--- src/rtl/lockq_pkg.sv ---
package lockq_pkg;
  typedef enum logic {
    OP_ACQ = 1'b0,
    OP_REL = 1'b1
  } lockq_op_e;
endpackage

--- src/rtl/lockq_slot.sv ---
module lockq_slot #(
  parameter int NUM_NODES = 8,
  parameter int NODE_W    = 3
) (
  input  logic              clk,
  input  logic              rst_n,
  input  logic              hit,
  input  logic              rel,
  input  logic [NODE_W-1:0] node,
  output logic              fire,
  output logic [NODE_W-1:0] fire_node,
  output logic              bad_rel
);
  logic                 busy;
  logic [NODE_W-1:0]    holder, tail;
  logic [NODE_W-1:0]    succ [NUM_NODES];
  logic [NUM_NODES-1:0] queued;

  logic is_holder, take_free, join_list, pass_on, free_up;

  always_comb begin
    is_holder = busy && (holder == node);
    take_free = hit && !rel && !busy;
    join_list = hit && !rel && busy && !queued[node];
    pass_on   = hit && rel && is_holder && (tail != node);
    free_up   = hit && rel && is_holder && (tail == node);
    bad_rel   = hit && rel && !is_holder;
    fire      = take_free || pass_on;
    fire_node = take_free ? node : succ[node];
  end

  always_ff @(posedge clk) begin
    if (!rst_n) begin
      busy   <= 1'b0;
      holder <= '0;
      tail   <= '0;
      queued <= '0;
    end else begin
      if (take_free) begin
        busy         <= 1'b1;
        holder       <= node;
        tail         <= node;
        queued[node] <= 1'b1;
      end
      if (join_list) begin
        tail         <= node;
        queued[node] <= 1'b1;
      end
      if (pass_on) begin
        holder       <= succ[node];
        queued[node] <= 1'b0;
      end
      if (free_up) begin
        busy         <= 1'b0;
        holder       <= '0;
        tail         <= '0;
        queued[node] <= 1'b0;
      end
    end
  end

  for (genvar n = 0; n < NUM_NODES; n++) begin : g_succ
    always_ff @(posedge clk) begin
      if (!rst_n)
        succ[n] <= '0;
      else if (join_list && tail == NODE_W'(n))
        succ[n] <= node;
    end
  end


  granted_holder_chk: assert property (@(posedge clk) disable iff (!rst_n)
    fire |=> busy && holder == $past(fire_node));

  free_empty_chk: assert property (@(posedge clk) disable iff (!rst_n)
    !busy |-> queued == '0);

  bad_rel_hold_chk: assert property (@(posedge clk) disable iff (!rst_n)
    bad_rel |=> $stable(holder) && $stable(tail) && $stable(busy));

  busy_acq_chk: assert property (@(posedge clk) disable iff (!rst_n)
    busy && hit && !rel |=> busy && $stable(holder));

  idle_slot_chk: assert property (@(posedge clk) disable iff (!rst_n)
    !hit |=> $stable(busy) && $stable(holder) && $stable(tail));
endmodule

--- src/rtl/lockq_out.sv ---
module lockq_out #(
  parameter int NODE_W = 3,
  parameter int LOCK_W = 1
) (
  input  logic              clk,
  input  logic              rst_n,
  input  logic              load,
  input  logic [NODE_W-1:0] load_node,
  input  logic [LOCK_W-1:0] load_lock,
  input  logic              take,
  output logic              valid,
  output logic [NODE_W-1:0] node_q,
  output logic [LOCK_W-1:0] lock_q
);
  always_ff @(posedge clk) begin
    if (!rst_n) begin
      valid  <= 1'b0;
      node_q <= '0;
      lock_q <= '0;
    end else if (load) begin
      valid  <= 1'b1;
      node_q <= load_node;
      lock_q <= load_lock;
    end else if (take) begin
      valid <= 1'b0;
    end
  end


  grant_hold_chk: assert property (@(posedge clk) disable iff (!rst_n)
    valid && !take |=> valid && $stable(node_q) && $stable(lock_q));
endmodule

--- src/rtl/lockq_mgr.sv ---
module lockq_mgr #(
  parameter int NUM_NODES = 8,
  parameter int NUM_LOCKS = 2,
  localparam int NODE_W = (NUM_NODES > 1) ? $clog2(NUM_NODES) : 1,
  localparam int LOCK_W = (NUM_LOCKS > 1) ? $clog2(NUM_LOCKS) : 1
) (
  input  logic              clk,
  input  logic              rst_n,
  input  logic              req_valid,
  output logic              req_ready,
  input  logic              req_op,
  input  logic [NODE_W-1:0] req_node,
  input  logic [LOCK_W-1:0] req_lock,
  output logic              grant_valid,
  input  logic              grant_ready,
  output logic [NODE_W-1:0] grant_node,
  output logic [LOCK_W-1:0] grant_lock,
  output logic              req_err
);
  import lockq_pkg::*;

  logic                 accept, is_rel;
  logic [NUM_LOCKS-1:0] hit, fire, bad;
  logic [NODE_W-1:0]    fnode [NUM_LOCKS];
  logic                 any_fire, any_bad;
  logic [NODE_W-1:0]    sel_node;

  assign req_ready = !grant_valid;
  assign accept    = req_valid && req_ready;
  assign is_rel    = (lockq_op_e'(req_op) == OP_REL);

  for (genvar l = 0; l < NUM_LOCKS; l++) begin : g_lock
    assign hit[l] = accept && (req_lock == LOCK_W'(l));
    lockq_slot #(.NUM_NODES(NUM_NODES), .NODE_W(NODE_W)) u_slot (
      .clk(clk), .rst_n(rst_n), .hit(hit[l]), .rel(is_rel), .node(req_node),
      .fire(fire[l]), .fire_node(fnode[l]), .bad_rel(bad[l])
    );
  end

  always_comb begin
    sel_node = '0;
    for (int l = 0; l < NUM_LOCKS; l++)
      if (fire[l]) sel_node = sel_node | fnode[l];
    any_fire = |fire;
    any_bad  = |bad;
  end

  lockq_out #(.NODE_W(NODE_W), .LOCK_W(LOCK_W)) u_out (
    .clk(clk), .rst_n(rst_n), .load(any_fire), .load_node(sel_node),
    .load_lock(req_lock), .take(grant_ready), .valid(grant_valid),
    .node_q(grant_node), .lock_q(grant_lock)
  );

  always_ff @(posedge clk) begin
    if (!rst_n) req_err <= 1'b0;
    else        req_err <= any_bad;
  end


  single_grant_chk: assert property (@(posedge clk) disable iff (!rst_n)
    $onehot0(fire));

  err_pulse_chk: assert property (@(posedge clk) disable iff (!rst_n)
    req_err |-> !$past(any_fire) && $past(req_op));

  stall_chk: assert property (@(posedge clk) disable iff (!rst_n)
    grant_valid && !grant_ready |=> !req_ready);
endmodule

--- config.mk ---
export PLATFORM = sky130hd
export DESIGN_NAME = lockq_mgr
export DESIGN_NICKNAME = d
export VERILOG_FILES = /design/src/rtl/lockq_pkg.sv /design/src/rtl/lockq_slot.sv /design/src/rtl/lockq_out.sv /design/src/rtl/lockq_mgr.sv
export SDC_FILE = /design/constraint.sdc
export NUM_CORES = 1
export LEC_CHECK = 0
export BUFFER_PORTS_ARGS = -buffer_cell sky130_fd_sc_hd__buf_2
export CAP_MARGIN = 15
export CELL_PAD_IN_SITES_DETAIL_PLACEMENT = 1
export CELL_PAD_IN_SITES_GLOBAL_PLACEMENT = 1
export CORE_MARGIN = 2
export CORE_UTILIZATION = 49
export DETAILED_ROUTE_END_ITERATION = 12
export PLACE_DENSITY_LB_ADDON = 0.1
export REMOVE_ABC_BUFFERS = 1
export SYNTH_ARGS = -nofsm -noshare
export SYNTH_HDL_FRONTEND = slang
export SYNTH_SLANG_ARGS = --single-unit
--- constraint.sdc ---
create_clock -name clk -period 3.6 [get_ports clk]
set_clock_uncertainty 0.15 [all_clocks]
set_input_delay 0.72 -clock clk [delete_from_list [all_inputs] [get_ports clk]]
set_output_delay 0.72 -clock clk [all_outputs]
set_load 0.005 [all_outputs]
==> flow_summary.toml <==
[status]
status = "finished, final reports clean"

[clocking]
h-tree-depth = 3
cts_made_buffers = 9
cts_setup_buffers = 0
hold_buffers = 0
ctsLongestPathBuffers = 2
ctsResizeCount = 0
root_buffer = "clkbuf_8"
clk_pin_slew_ns = 0.08
clkLatencyLatePin_ns = 0.35
tritoncts = "done"
clock_sink_count = 84

[final_layout]
final_util_pct = 55.04
syn2layout_area_growth_pct = 9.856
n_antenna_cell = 0
finish.net_count = 418
n_fill_cell = 911
layout-drive-gt1-share_pct = 18.84

[detailed_routing]
drt_iter0_drc = 218
antenna_left = 0
drt_wl_total_mm = 10.60
first_pass_iters = 4
via_per_inst = 6.008
wire_per_inst_um = 20.42
vias = 3118
drcViolationCount = 0

[synth]
synth_largest_area_cell = "edfxtp_1"
ys_seq_area_share_pct = 53.05
yosys-top-cells-count = "nor2_1, edfxtp_1, dfxtp_1, o21ai_0, nand3_1"
synth_area_leaders = "edfxtp_1, dfxtp_1, nor2_1"
synthCells = 398
syn_avg_cell_area_um2 = 10.24
synth_top_area_share_pct = 35.37
synth_area_um2 = 4075
synth_flop_cell = "edfxtp_1"
ys_async_sr_fraction_pct = 0
yosysUniqueCellTypes = 49
ys_ff_latch = 84
ys_warn_count = 0
synth_most_common_cell = "nor2_1"
synth_edf_count = 48

[placed_design]
io_buffer_count = 15
globalplace.congestion = 0.8639
hpwl_mm = 7.701

[pwr]
p_leak_nw = 1.517
total_power_mw = 1.978
vdd_drop_max_uv = 241.3
power.density_nw_per_um2 = 441.8

[die]
coreArea_um2 = 8134
die_w_um = 95.20
io_pins = 16
row_count = 33
start_util_pct = 50.10
dieHeight_um = 95.20
fp.dieArea_um2 = 9062

[timing]
finalSetupViolCount = 0
fin_crit_ns = 3.153
hold_ws_ns = 0.3278
rsz0062_at_grt = "false"
tightest_slew_ns = 0.7997
drv_slew = 0
fmax_mhz = 317.2
finalHoldViolations = 0
fin_tns_setup_ns = 0
period_share_pct = 87.57
maxSlewHeadroom_pct = 46.69

[global_route]
grt_max_degree = 43
grt_pass1_wl_mm = 17.26
grt.overflow.total = 0
grt_use_total_pct = 25.44
antenna_found_initial = 0
grt_pass1_vias = 3215

[job]
max_cap_violations = 0

[critical_path]
critPathLaunchType = "primary input"
rr_worst_depth = 5
crit_type = "primary input to flop"
endpoint_kind = "flop"
critPathMaxFanout = 19
required_ns = 3.44
arrival_ns = 2.99

[min_path]
hold_path_depth = 2
hold_path.class = "flop to flop"
[path summary, 6_finish.rpt]
check	start	endpoint	slack [ns]
hold reg to reg	g_lock[0].u_slot.holder[0]$_SDFFE_PP0P_	g_lock[0].u_slot.holder[0]$_SDFFE_PP0P_	0.33
setup / recovery	req_node[0]	g_lock[0].u_slot.succ[3][2]$_SDFFCE_PN0P_	0.45
setup reg to reg	u_out.valid$_SDFFE_PN0P_	g_lock[0].u_slot.succ[3][2]$_SDFFCE_PN0P_	0.74
hold / removal	g_lock[0].u_slot.holder[0]$_SDFFE_PP0P_	g_lock[0].u_slot.holder[0]$_SDFFE_PP0P_	0.33
[state kept, by name (all words and copies together), names as in the netlist, named ones only]
name	flops
req_err	1
g_lock.u_slot.queued	9
g_lock.u_slot.tail	6
g_lock.u_slot.busy	2
u_out.node_q	3
u_out.valid	1
u_out.lock_q	1
g_lock.u_slot.holder	6
g_lock.u_slot.succ	48
[report_power, final]
part	internal, mW	total, mW	switching [mW]	leakage (nW)
registers	1.04	1.06	0.0207	0.787
logic	0.0671	0.177	0.110	0.616
clock network	0.407	0.738	0.331	0.113
total	1.52	1.98	0.461	1.52
[per-stage QoR]
step / cells / cell area [um2] / worst slack [ns]
6_report: 519 / 4477 / 0.4474
5_1_grt: 519 / 4477 / 0.2295
4_1_cts: 519 / 4477 / 0.4488
3_5_place_dp: 503 / 4260 / 0.07861
3_3_place_gp: 503 / 4260 / 0.2227
2_1_floorplan: 368 / 3941 / 0.7822
[cell families after synthesis]
group | after synthesis | synth area share, %
mux | 19 | 6.478
simple gates | 151 | 17.38
buf+inv | 38 | 4.022
compound gates | 94 | 16.49
xor+xnor | 12 | 2.579
flops | 84 | 53.05
[metal layers]
metal / vias up / wire length, um / track usage, %
met4: 0 / 87 / 7.126
li1: 1486 / - / -
met3: 6 / 425 / 3.399
met1: 1567 / 4666 / 33.93
met2: 59 / 5419 / 43.49
met5: - / 0 / 0
[layout by cell type (no fill, tap or decap), types with 4 or more instances in the layout]
cell	Yosys	layout
a21oi_1	19	19
a31oi_1	5	5
buf_2	8	15
buf_4	1	15
clkbuf_8	0	10
dfxtp_1	36	36
edfxtp_1	48	48
inv_1	8	8
mux2_2	5	5
mux2i_1	8	8
mux4_2	5	5
nand2_1	21	21
nand3_1	22	22
nand3b_1	8	8
nor2_1	76	76
nor2b_1	5	5
o21ai_0	27	27
o21ai_1	4	4
o221a_2	16	16
xnor2_1	12	12
[final cells by class]
type	count	area (um2)	area share, %
clock buffer	11	141.4	3.158
sequential	84	2162	48.30
timing repair buffer	30	187.7	4.192
clock inverter	5	75.07	1.677
inverter	8	30.03	0.6708
multi-input combinational	276	1749	39.07
tap	105	131.4	2.935
[worst max-delay path: stages]
cell and delay (ns):
buf_2 0.36, nor2b_1 0.19, a221o_1 0.40, a211oi_2 0.50, nand3b_1 0.35, o21ai_0 0.48
No activity file was read; power rests on OpenSTA's default activity.
